==> config.mk <==
export PLATFORM = sky130hd
export DESIGN_NAME = cache_ctrl
export DESIGN_NICKNAME = d
export VERILOG_FILES = /design/src/rtl/cache_pkg.sv /design/src/rtl/cc_lfsr.sv /design/src/rtl/cc_victim.sv /design/src/rtl/cache_ctrl.sv
export SDC_FILE = /design/constraint.sdc
export NUM_CORES = 1
export LEC_CHECK = 0
export ABC_CLOCK_PERIOD_IN_PS = 2200
export BUFFER_PORTS_ARGS = -buffer_cell sky130_fd_sc_hd__buf_2
export CORE_ASPECT_RATIO = 1.25
export CORE_MARGIN = 10
export CORE_UTILIZATION = 40
export DETAILED_ROUTE_END_ITERATION = 8
export SLEW_MARGIN = 20
export SYNTH_ARGS = -nofsm -noshare
export SYNTH_HDL_FRONTEND = slang
export SYNTH_SLANG_ARGS = --single-unit
export TNS_END_PERCENT = 10
==> constraint.sdc <==
create_clock -name clk -period 2.2 [get_ports clk]
set_clock_uncertainty 0.15 [all_clocks]
set_input_delay 0.33 -clock clk [delete_from_list [all_inputs] [get_ports clk]]
set_output_delay 0.33 -clock clk [all_outputs]
set_load 0.02 [all_outputs]
==> src/rtl/cache_pkg.sv <==
package cache_pkg;
    localparam int WAYS = 2;

    typedef enum logic [1:0] {
        ST_IDLE = 2'd0,
        ST_WB   = 2'd1,
        ST_FILL = 2'd2,
        ST_WT   = 2'd3
    } cc_state_e;

    typedef enum logic [1:0] {
        RP_LRU  = 2'd0,
        RP_FIFO = 2'd1,
        RP_RAND = 2'd2,
        RP_ALT  = 2'd3
    } cc_repl_e;
endpackage

==> src/rtl/cc_lfsr.sv <==
module cc_lfsr #(
    parameter int          W        = 8,
    parameter logic [W-1:0] TAP_MASK = 8'hB8,
    parameter logic [W-1:0] SEED     = 8'h01
) (
    input  logic clk,
    input  logic rst_n,
    input  logic adv,
    output logic pick
);
    logic [W-1:0] lfsr_d, lfsr_q;

    always_comb begin
        lfsr_d = lfsr_q;
        if (adv) lfsr_d = {lfsr_q[W-2:0], ^(lfsr_q & TAP_MASK)};
    end

    always_ff @(posedge clk or negedge rst_n) begin
        if (!rst_n) lfsr_q <= SEED;
        else        lfsr_q <= lfsr_d;
    end

    assign pick = lfsr_q[0];

    assert_lfsr_nonzero_R11: assert property (@(posedge clk) disable iff (!rst_n)
        lfsr_q != '0);
    assert_lfsr_steps_R11: assert property (@(posedge clk) disable iff (!rst_n)
        !adv |=> $stable(lfsr_q));
endmodule

==> src/rtl/cc_victim.sv <==
module cc_victim
    import cache_pkg::*;
(
    input  logic [WAYS-1:0] vld,
    input  logic            lru_way,
    input  logic            fifo_way,
    input  logic            rnd_way,
    input  cc_repl_e        sel,
    output logic            way
);
    always_comb begin
        if (!vld[0])      way = 1'b0;
        else if (!vld[1]) way = 1'b1;
        else begin
            unique case (sel)
                RP_FIFO: way = fifo_way;
                RP_RAND: way = rnd_way;
                default: way = lru_way;
            endcase
        end
    end
endmodule

==> src/rtl/cache_ctrl.sv <==
module cache_ctrl
    import cache_pkg::*;
#(
    parameter int ADDR_W      = 8,
    parameter int BLOCK_BYTES = 8,
    parameter int SETS        = 4
) (
    input  logic              clk,
    input  logic              rst_n,
    input  logic              req_valid,
    input  logic              req_write,
    input  logic [ADDR_W-1:0] req_addr,
    input  logic              wb_mode,
    input  logic              wr_alloc,
    input  logic [1:0]        repl_sel,
    output logic              resp_valid,
    output logic              resp_hit,
    output logic              busy,
    output logic              mem_req,
    output logic              mem_write,
    output logic [ADDR_W-1:0] mem_addr,
    input  logic              mem_ack
);
    localparam int OFF_W = $clog2(BLOCK_BYTES);
    localparam int IDX_W = $clog2(SETS);
    localparam int TAG_W = ADDR_W - IDX_W - OFF_W;

    typedef struct packed {
        cc_state_e                              st;
        logic [SETS-1:0][WAYS-1:0]              vld;
        logic [SETS-1:0][WAYS-1:0]              drt;
        logic [SETS-1:0][WAYS-1:0][TAG_W-1:0]   tag;
        logic [SETS-1:0]                        lru;
        logic [SETS-1:0]                        fifo;
        logic [IDX_W-1:0]                       idx;
        logic [TAG_W-1:0]                       tg;
        logic [OFF_W-1:0]                       off;
        logic                                   wr;
        logic                                   wb;
        logic                                   way;
        logic [TAG_W-1:0]                       vtag;
        logic                                   hit;
        logic                                   rsp;
    } cc_regs_t;

    cc_regs_t r_q, r_d;

    logic [OFF_W-1:0] req_off;
    logic [IDX_W-1:0] req_idx;
    logic [TAG_W-1:0] req_tag;
    assign req_off = req_addr[OFF_W-1:0];
    assign req_idx = req_addr[OFF_W +: IDX_W];
    assign req_tag = req_addr[ADDR_W-1 -: TAG_W];

    logic [WAYS-1:0] hit_vec;
    logic            hit_any, hit_way;
    for (genvar w = 0; w < WAYS; w++) begin : g_cmp
        assign hit_vec[w] = r_q.vld[req_idx][w] && (r_q.tag[req_idx][w] == req_tag);
    end
    assign hit_any = |hit_vec;
    assign hit_way = hit_vec[1];

    logic accept, miss_adv, rnd_way, vic_way;
    assign accept   = req_valid && (r_q.st == ST_IDLE);
    assign miss_adv = accept && !hit_any;

    cc_lfsr #(.W(8), .TAP_MASK(8'hB8), .SEED(8'h01)) u_lfsr (
        .clk  (clk),
        .rst_n(rst_n),
        .adv  (miss_adv),
        .pick (rnd_way)
    );

    cc_victim u_victim (
        .vld     (r_q.vld[req_idx]),
        .lru_way (r_q.lru[req_idx]),
        .fifo_way(r_q.fifo[req_idx]),
        .rnd_way (rnd_way),
        .sel     (cc_repl_e'(repl_sel)),
        .way     (vic_way)
    );

    always_comb begin
        r_d     = r_q;
        r_d.rsp = 1'b0;
        unique case (r_q.st)
            ST_IDLE: begin
                if (accept) begin
                    r_d.idx = req_idx;
                    r_d.tg  = req_tag;
                    r_d.off = req_off;
                    r_d.wr  = req_write;
                    r_d.wb  = wb_mode;
                    r_d.hit = hit_any;
                    if (hit_any) begin
                        r_d.way = hit_way;
                        r_d.lru[req_idx] = ~hit_way;
                        if (req_write && wb_mode) r_d.drt[req_idx][hit_way] = 1'b1;
                        if (req_write && !wb_mode) r_d.st = ST_WT;
                        else                       r_d.rsp = 1'b1;
                    end else if (!req_write || wr_alloc) begin
                        r_d.way  = vic_way;
                        r_d.vtag = r_q.tag[req_idx][vic_way];
                        if (r_q.vld[req_idx][vic_way] && r_q.drt[req_idx][vic_way])
                            r_d.st = ST_WB;
                        else
                            r_d.st = ST_FILL;
                    end else begin
                        r_d.st = ST_WT;
                    end
                end
            end
            ST_WB: begin
                if (mem_ack) r_d.st = ST_FILL;
            end
            ST_FILL: begin
                if (mem_ack) begin
                    r_d.vld[r_q.idx][r_q.way] = 1'b1;
                    r_d.tag[r_q.idx][r_q.way] = r_q.tg;
                    r_d.drt[r_q.idx][r_q.way] = r_q.wr && r_q.wb;
                    r_d.lru[r_q.idx]          = ~r_q.way;
                    r_d.fifo[r_q.idx]         = ~r_q.way;
                    if (r_q.wr && !r_q.wb) begin
                        r_d.st = ST_WT;
                    end else begin
                        r_d.st  = ST_IDLE;
                        r_d.rsp = 1'b1;
                    end
                end
            end
            ST_WT: begin
                if (mem_ack) begin
                    r_d.st  = ST_IDLE;
                    r_d.rsp = 1'b1;
                end
            end
            default: r_d.st = ST_IDLE;
        endcase
    end

    always_ff @(posedge clk or negedge rst_n) begin
        if (!rst_n) r_q <= '0;
        else        r_q <= r_d;
    end

    assign resp_valid = r_q.rsp;
    assign resp_hit   = r_q.hit;
    assign busy       = (r_q.st != ST_IDLE);
    assign mem_req    = busy;
    assign mem_write  = (r_q.st == ST_WB) || (r_q.st == ST_WT);

    always_comb begin
        unique case (r_q.st)
            ST_WB:   mem_addr = {r_q.vtag, r_q.idx, {OFF_W{1'b0}}};
            ST_WT:   mem_addr = {r_q.tg, r_q.idx, r_q.off};
            default: mem_addr = {r_q.tg, r_q.idx, {OFF_W{1'b0}}};
        endcase
    end

    assert_single_hit_R1: assert property (@(posedge clk) disable iff (!rst_n)
        $countones(hit_vec) <= 1);
    assert_quick_hit_R2: assert property (@(posedge clk) disable iff (!rst_n)
        (accept && hit_any && !(req_write && !wb_mode)) |=> (!busy && resp_valid));
    assert_fill_aligned_R3: assert property (@(posedge clk) disable iff (!rst_n)
        (mem_req && !mem_write) |-> (mem_addr[OFF_W-1:0] == '0));
    assert_wb_before_fill_R6: assert property (@(posedge clk) disable iff (!rst_n)
        (r_q.st == ST_WB && mem_ack) |=> (mem_req && !mem_write));
    assert_wt_clean_R7: assert property (@(posedge clk) disable iff (!rst_n)
        (accept && req_write && !wb_mode) |=> $stable(r_q.drt));
    assert_ack_needs_req_R12: assert property (@(posedge clk) disable iff (!rst_n)
        mem_ack |-> mem_req);
    assert_req_held_R12: assert property (@(posedge clk) disable iff (!rst_n)
        (mem_req && !mem_ack) |=> (mem_req && $stable(mem_addr) && $stable(mem_write)));
    assert_no_req_busy_R12: assert property (@(posedge clk) disable iff (!rst_n)
        req_valid |-> !busy);
endmodule

Word level (Yosys, flattened, before mapping)
Index checks and enable logic that the tools add are counted.

word-level totals
  register bits after elaboration = 74
  latch bits = 0
  memory bits (writable) = 0
  bits in read-only memories = 0
  logic and storage cells = 156
  memories kept = 0

cells by class
  add/sub/neg operators = 0
  multiply operators = 0
  divide/modulo/power cells = 0
  $lt $le $gt $ge = 9
  equal/unequal tests = 14
  shift operators = 0
  multiplexer cells = 67
  bitwise logic cells = 5
  reduce and logical (&&, ||, !) cells = 32

operator list
  kind                                           number
  50-bit 2-to-1 mux                              1
  8-bit one-hot mux with 2 select lines          2
  24-bit bitwise mux                             1
  2-bit 2-to-1 mux                               12
  8-bit 2-to-1 mux                               3
  1-bit 2-to-1 mux                               19
  8-bit bitwise OR                               2
  1-bit logical AND                              13
  6-bit binary-select mux with 2-bit select      1
  4-bit bitwise mux                              3
  6-bit demux with 2-bit select                  1
  4-bit 2-to-1 mux                               3
  6-bit 2-to-1 mux                               2
  2-bit inequality test (second input constant)  5
  5-bit AND reduction                            2
  3-bit 2-to-1 mux                               3
  2-bit binary-select mux with 2-bit select      2
  8-bit bitwise mux                              1
  2-bit demux with 2-bit select                  2
  2-bit one-hot mux with 4 select lines          1
  4-bit one-hot mux with 2 select lines          1
  4-bit AND reduction                            2
  8-bit parity                                   1
  2-bit == test (second input constant)          3
  other kinds (22)                               41

Depth between registers and ports, before layout
Gate-level depths: netlist (run 1).

  depth after elaboration = 15
  mapped depth = 9
  gate-level depth less buffers = 8

Cells and area by module
Synthesis (run 1) repeated with hierarchy kept, for this count alone.

unflattened totals
  cell total of the unflattened synthesis = 378
  area total of the unflattened synthesis = 3937.5 um^2

modules (own cells, without submodules)
  module      times used  cells each  area each (um^2)  sequential area each (um^2)
  cache_ctrl  1           347         3549.7            1651.6
  cc_lfsr     1           21          320.3             201.4
  cc_victim   1           10          67.6              0.0

Worst setup path after synthesis (run 1)
No wires, ideal clock.

  kind = input -> register
  start = in req_addr[3]
  end = reg r_q[23] (netlist name)
  data arrival time = 2.303 ns
  required time = 1.923 ns
  slack = -0.380 ns
  stages on the path = 8
  path buffers = 2
  path through = buf_6 -> buf_8 -> mux4_2 -> xnor2_1 -> nand4_2 -> a32oi_4 -> and3_1 -> mux2_1

between the ends
  cells in the longest elaborated chain, start to end = 9

ends and longest elaborated chain
  what                                                                                           RTL line           source
  start: declaration                                                                             cache_ctrl.sv:12   input logic [ADDR_W-1:0] req_addr,
  branches (longest 9 deep; another with 2-bit by 3-bit less-than comparator with 1-bit output)  -
  end signal: assignment                                                                         cache_ctrl.sv:143  else r_q <= r_d;
  end: declaration                                                                               cache_ctrl.sv:46   cc_regs_t r_q, r_d;

Parallel ways; which one is timed is not known. The select of a mux whose other input is x is not followed.
A chain may end at the register's enable or synchronous reset.

Worst setup path in the final report (run 1)
  start = reg r_q[42] (netlist name)
  end = reg r_q[20] (netlist name)

between the ends
  cells in the longest elaborated chain, start to end = 7

ends and longest elaborated chain
  what                                       RTL line          source
  6-bit binary-select mux with 2-bit select  cache_ctrl.sv:58  assign hit_vec[w] = r_q.vld[req_idx][w] && (r_q.tag[req_idx][w] == req_tag);
  6-bit 2-to-1 mux                           -
  3-bit == test                              cache_ctrl.sv:58
  1-bit logical AND                          cache_ctrl.sv:58
  2-bit OR reduction                         cache_ctrl.sv:60  assign hit_any = |hit_vec;
  2-bit inequality test (no source line)     -
  4-bit AND reduction (no source line)       -

Every way passes these cells. The select of a mux whose other input is x is not followed.

==> results of run 1 <==
==> per-stage QoR <==
stage | power (mW) | area [sq um] | util
3_3_place_gp | 5.03 | 4450 | 0.460
3_5_place_dp | 5.09 | 4450 | 0.460
5_1_grt | 7.18 | 4890 | 0.506
4_1_cts | 6.72 | 4860 | 0.503
6_report | 6.75 | 4890 | 0.506
2_1_floorplan | 4.17 | 3980 | -
==> Yosys cell counts, types with 2 or more instances <==
cell,n
a21oi_1,10
a31oi_1,13
a32oi_1,3
a41oi_1,3
and2_1,4
and3_1,4
buf_2,2
buf_4,3
buf_6,2
clkbuf_1,19
dfrtp_1,73
ha_1,2
inv_1,7
mux2_2,38
mux2i_1,7
mux4_2,10
nand2_1,69
nand2b_1,11
nand3_1,10
nand3b_1,2
nand4_2,2
nor2_1,19
nor2b_1,5
nor3_1,5
o211ai_1,2
o21a_1,2
o21ai_0,9
o21bai_1,3
o22ai_1,6
o31ai_1,4
or2_2,3
or3_1,3
xnor2_1,9
==> layer usage <==
metal | part of all wire | up-vias | GRT usage
met5 | 0 | - | 0
li1 | - | 1448 | -
met2 | 0.51 | 91 | 0.246
met1 | 0.42 | 1547 | 0.186
met4 | 0.017 | 0 | 0.0551
met3 | 0.045 | 16 | 0.0279
==> state kept, by name, indices dropped and copies added (netlist names) <==
name           count
r_q               64
resp_valid         1
resp_hit           1
u_lfsr.lfsr_q      8
==> worst register-to-register path, delay by kind of cell (launching register included) <==
family                 cells  cell delay [ns]
multiplexers               2             0.84
flip-flops                 1             0.37
AO/OA/AOI/OAI              2             0.35
buffers and inverters      2             0.23
XOR/XNOR                   1             0.19
AND/OR/NAND/NOR            1             0.14
==> timing repair <==
| action | in CTS | in global routing |
|---|---|---|
| endpoints found under the hold margin | 31 | 0 |
| buffers inserted | 3 | 0 |
| hold buffers | 1 | 0 |
| endpoints found under the setup margin | 28 | 30 |
| resized for setup | 18 | 6 |
| pin swaps | 4 | 1 |
==> power breakdown <==
part	internal, mW	switching, mW	total [mW]
Clock	0.880	0.571	1.45
Sequential	1.90	0.488	2.39
Combinational	1.44	1.47	2.91
Total	4.22	2.53	6.75
==> logic make-up (layout without fill, tap and decap cells) <==
family                     count (synthesis)  after routing  share of synthesized area
muxes                                     57             57                      0.189
adders and majority gates                  2              2                    0.00632
DFF                                       74             74                      0.468
and+or+nand+nor                          140            140                      0.166
xor gates and xnor gates                   9              9                     0.0199
buffers and inverters                     35             91                     0.0436
AOI/OAI and AO/OA                         61             61                      0.108
==> layout make-up <==
type,instances,area (sq um),share of cell area
timing repair buffer,68,514,0.105
tap,126,158,0.0323
clock buffer,10,229,0.0469
inverter,7,26.3,0.00538
multi-input combinational,269,2040,0.417
sequential,74,1850,0.379
clock inverter,6,67.6,0.0138
==> worst paths after layout <==
check                                   endpoint  cells after the start
max in group asynchronous                r_q[16]                      3
min in group asynchronous       u_lfsr.lfsr_q[7]                      2
worst max register to register           r_q[20]                      8
worst min-delay path                      r_q[8]                      3
worst max-delay path                     r_q[20]                      8
worst min register to register           r_q[63]                      1
==> flow_summary.yaml, run 1 <==
outcome:
  outcome: "finished, violations left"
  violations: "negative setup slack"
setup_path:
  rr_startpoint: "r_q[42]"
  crit_arrival_ns: 2.47
  start_kind: "register"
  cp-startpoint: "r_q[42]"
  critical_path.max_fanout: 4
  cpPeakStageDelay_ns: 0.53
  r2r_slack_ns: -0.20
  path_cells: "mux4_2 > xnor2_2 > nand4_2 > a32oi_4 > buf_12 > buf_6 > o221ai_2 > mux2_4"
  worstSetupPathType: "register to register"
  end_kind: "register"
  required_ns: 2.27
  critical-path-top-delay-family: "multiplexers"
  crit_slowest_cell: "mux4_2"
  path_buf_inv: 2
grt:
  antenna_found_initial: 0
  grt_max_degree: 43
  grt_pass1_vias: 3237
  track_usage: 0.149
  overflow: 0
  grt_pass1_wl_microns: 16900
placement:
  place_hpwl_microns: 7500
  globalplace.congestion: 0.841
  port_buffers: 29
  dp_slack_ns: -0.546
  place_inst: 541
route:
  first_iter_violations: 207
  first_pass_iters: 4
  ant_nets: 0
  via_per_inst: 5.54
  drc: 0
  finalWirelength_microns: 10300
  wire_per_inst_microns: 18.4
  vias: 3102
synthesis:
  syn-num-nets: 397
  ys.flop_type: "dfrtp_1"
  seq_area_frac_synth: 0.468
  postSynthCellCount: 378
  netlist_top_cells_area: "dfrtp_1 (46%), mux2_2 (11%), nand2_1 (6.5%)"
  yosys.area.top_type: "dfrtp_1"
  yosysUniqueCellTypes: 47
  yosys_warnings: 0
  synth_top_cell_area_share: 0.461
  netlist_area_sq_um: 3960
  synthArstFlopShare: 1.00
  synth_edf_count: 0
  synth-seq-cells: 74
  syn_avg_cell_area_sq_um: 10.5
timing:
  tightest_slew_ns: 0.507
  fin_crit_ns: 2.40
  rsz0062_at_grt: "yes"
  fmax_ghz: 0.416
  fin_tns_setup_ns: -2.57
  holdWs_ns: 0.0368
  drv_slew: 0
  slew_headroom: 0.659
  period_share: 1.09
  setup_violations: 24
  hold_viol: 0
  fin_ws_ns: -0.204
clock_network:
  insertion_delay_ns: 0.33
  root_buffer: "clkbuf_16"
  cts_tree: "yes"
  numCtsBuffers: 9
  numClockSinks: 74
  cts_buffer_depth: 2
  clkTransAtPathRegs_ns: 0.06
  htreeDepth: 3
final_layout:
  fill_cells: 871
  syn_to_final_growth_pct: 23.4
  nNetsFinal: 448
  final_layout_size_suffix_gt1_frac: 0.357
  fin_cells: 560
  mostFrequentLayoutCells: "dfrtp_1 (72), nand2_1 (69), mux2_2 (37)"
  n_antenna_cell: 0
  mostFrequentLayoutCell: "dfrtp_1"
power_and_ir_drop:
  p_leak_nw: 2.24
  ir_drop_uv: 676
  power_density_nw_per_um2: 1380
hold_path:
  min-delay-start: "req_addr[0]"
  hp-class: "input pin to register"
floorplanning:
  row_count: 40
  core_sq_um: 9660
  die_h_microns: 131
  fp.dieW_microns: 109
  io_pins: 30
  start_util: 0.410
  die_area_sq_um: 14300
run:
  max_cap_viol_count: 0
Note: power is estimated with default switching activity, not from simulation.
==> run 2: changes to the inputs <==
--- a/config.mk
+++ b/config.mk
@@ -5,6 +5,7 @@
 export SDC_FILE = /design/constraint.sdc
 export NUM_CORES = 1
 export LEC_CHECK = 0
+export ABC_AREA = 1
 export ABC_CLOCK_PERIOD_IN_PS = 2200
 export BUFFER_PORTS_ARGS = -buffer_cell sky130_fd_sc_hd__buf_2
 export CORE_ASPECT_RATIO = 1.25
==> run 2 against run 1 <==
Net effect:
- the run now ends clean
- combinational power is 10% lower
- routed wire length rose by 11%
- area after synthesis grew 1.1%
- global-route usage up 1.7 points
- critical path type is now register to output port
- clock power shrank 3%
- critical endpoint is now mem_addr[6]
- worst hold slack improved by 0.0066 ns
==> flow_summary.yaml, run 2 <==
synthesis:
  yosysUniqueCellTypes: 31
  yosys-mux-area-fraction: 0
  yosys_warnings: 0
  synthXorXnorAreaFrac: 0.00656
  synth-seq-cells: 74
  yosysMostFrequentCell: "nand2_1"
  syn-num-nets: 574
  syn_avg_cell_area_sq_um: 7.22
  synth_top_family_by_area: "simple AND/OR/NAND/NOR gates"
  yosys.area.top_type: "dfrtp_1"
  synthArstFlopShare: 1.00
  netlist_top_cells_area: "dfrtp_1 (46%), nand2_1 (18%), o21ai_0 (6.7%)"
  netlist_area_sq_um: 4010
  ys_top_cells_by_count: "nand2_1 (189), dfrtp_1 (73), inv_1 (60)"
  ys.flop_type: "dfrtp_1"
  synth_top_cell_area_share: 0.456
  synth_compound_area_frac: 0.147
  synthSimpleGateAreaFrac: 0.291
  synth_edf_count: 0
  postSynthCellCount: 555
  synth_adder_area_share: 0.00625
  seq_area_frac_synth: 0.463
setup_path:
  worstSetupPathType: "register to output port"
  start_kind: "register"
  critical_path.max_fanout: 7
  rr_worst_depth: 9
  end_kind: "output port"
  crit_arrival_ns: 1.56
  required_ns: 1.72
route:
  drc: 0
  ant_nets: 0
  first_iter_violations: 273
  via_per_inst: 5.06
  finalWirelength_microns: 11400
  first_pass_iters: 5
  wire_per_inst_microns: 15.3
  vias: 3777
final_layout:
  mostFrequentLayoutCell: "nand2_1"
  final_layout_size_suffix_gt1_frac: 0.179
  nNetsFinal: 635
  fill_cells: 1007
  multi_input_area_sq_um: 1830
  mostFrequentLayoutCells: "nand2_1 (189), dfrtp_1 (72), inv_1 (60)"
  largest_reg_flops: 64
  syn_to_final_growth_pct: 21.0
  regMostFlops: "r_q"
  seqCellArea_sq_um: 1850
  n_antenna_cell: 0
  top_regs: "r_q: 64 flops, u_lfsr.lfsr_q: 8 flops"
placement:
  dp_slack_ns: -0.106
  globalplace.congestion: 0.907
  place_hpwl_microns: 8670
  port_buffers: 29
timing:
  holdWs_ns: 0.0434
  tightest_slew_ns: 0.722
  fin_ws_ns: 0.165
  fmax_ghz: 0.491
  period_share: 0.925
  setup_violations: 0
  rsz0062_at_grt: "no"
  fin_tns_setup_ns: 0
  fin_crit_ns: 2.04
  slew_headroom: 0.518
  drv_slew: 0
  hold_viol: 0
grt:
  overflow: 0
  grt_max_degree: 31
  grt_pass1_vias: 3699
  grt_pass1_wl_microns: 18800
  antenna_found_initial: 0
  track_usage: 0.166
clock_network:
  clkTransAtPathRegs_ns: 0.06
  cts_buffer_depth: 2
  cts_tree: "yes"
  numClockSinks: 74
  insertion_delay_ns: 0.34
  root_buffer: "clkbuf_16"
  htreeDepth: 3
  numCtsBuffers: 9
floorplanning:
  die_area_sq_um: 14400
  die_h_microns: 132
  fp.dieW_microns: 110
  start_util: 0.412
  io_pins: 30
  row_count: 40
  core_sq_um: 9710
power_and_ir_drop:
  finalPower_mw: 6.33
  p_leak_nw: 2.43
  power_density_nw_per_um2: 1310
  ir_drop_uv: 699
outcome:
  outcome: "complete, no violations"
run:
  max_cap_viol_count: 0
hold_path:
  holdPathStages: 3
  hp-class: "input pin to register"
## run 2: cell types whose count changed after synthesis, moves of 13 or more
cell     previous run  this run
o21ai_0             9        54
nand3_1            10        32
o21ai_1             0        13
nand2_1            69       189
mux2_2             38         0
nor2_1             19        45
inv_1               7        60
## run 2: final timing paths
check	from	to	slack (ns)
worst min register to register	r_q[59]	r_q[59]	0.31
worst max-delay path	r_q[64]	mem_addr[6]	0.16
worst min-delay path	req_addr[2]	r_q[10]	0.04
min in group asynchronous	rst_n	r_q[35]	0.30
max in group asynchronous	rst_n	r_q[65]	1.01
worst max register to register	r_q[65]	u_lfsr.lfsr_q[4]	0.24
## run 2: critical path, cell delays in order, from the launching register on
cell,delay [ns]
dfrtp_1,0.47
inv_1,0.12
nor2_2,0.28
nand2_1,0.07
o21ai_0,0.08
buf_2,0.19
## run 2: routing by layer
metal | vias to the layer above | share of wire | GRT usage
li1 | 1885 | - | -
met1 | 1757 | 0.44 | 0.204
met2 | 112 | 0.48 | 0.266
met3 | 23 | 0.048 | 0.0421
met4 | 0 | 0.026 | 0.0681
met5 | - | 0 | 0
## run 2: kinds of logic after synthesis
family | count (synthesis)
flip-flops | 74
XOR/XNOR | 3
adder cells (fa/ha/maj) | 2
AO/OA/AOI/OAI | 107
AND/OR/NAND/NOR | 286
buffers and inverters | 83
## run 2: report_power, final
part	internal, mW	switching [mW]	total, mW
logic	0.940	1.67	2.61
registers	1.92	0.389	2.31
clock network	0.782	0.625	1.41
total	3.65	2.69	6.33
## run 2: per-stage QoR
| step | util | cell area, sq um | cells |
|---|---|---|---|
| 2_1_floorplan | - | 4010 | 555 |
| 4_1_cts | 0.497 | 4830 | 747 |
| 6_report | 0.499 | 4840 | 747 |
| 3_3_place_gp | 0.466 | 4530 | 730 |
| 3_5_place_dp | 0.466 | 4530 | 730 |
| 5_1_grt | 0.499 | 4840 | 747 |
## run 2: layout make-up
class,instances,area share
Tap cell,126,0.0325
Inverter,66,0.0511
Clock buffer,9,0.0465
Sequential cell,74,0.383
Clock inverter,7,0.0127
Timing Repair Buffer,67,0.0976
Multi-Input combinational cell,398,0.377
## run 2: repair_timing
action                                  in CTS  in global routing
setup buffers                                0                  0
gates resized for setup                      0                  5
endpoints found under the hold margin       26                  0
endpoints found under the setup margin       0                 16
hold buffers                                 1                  0
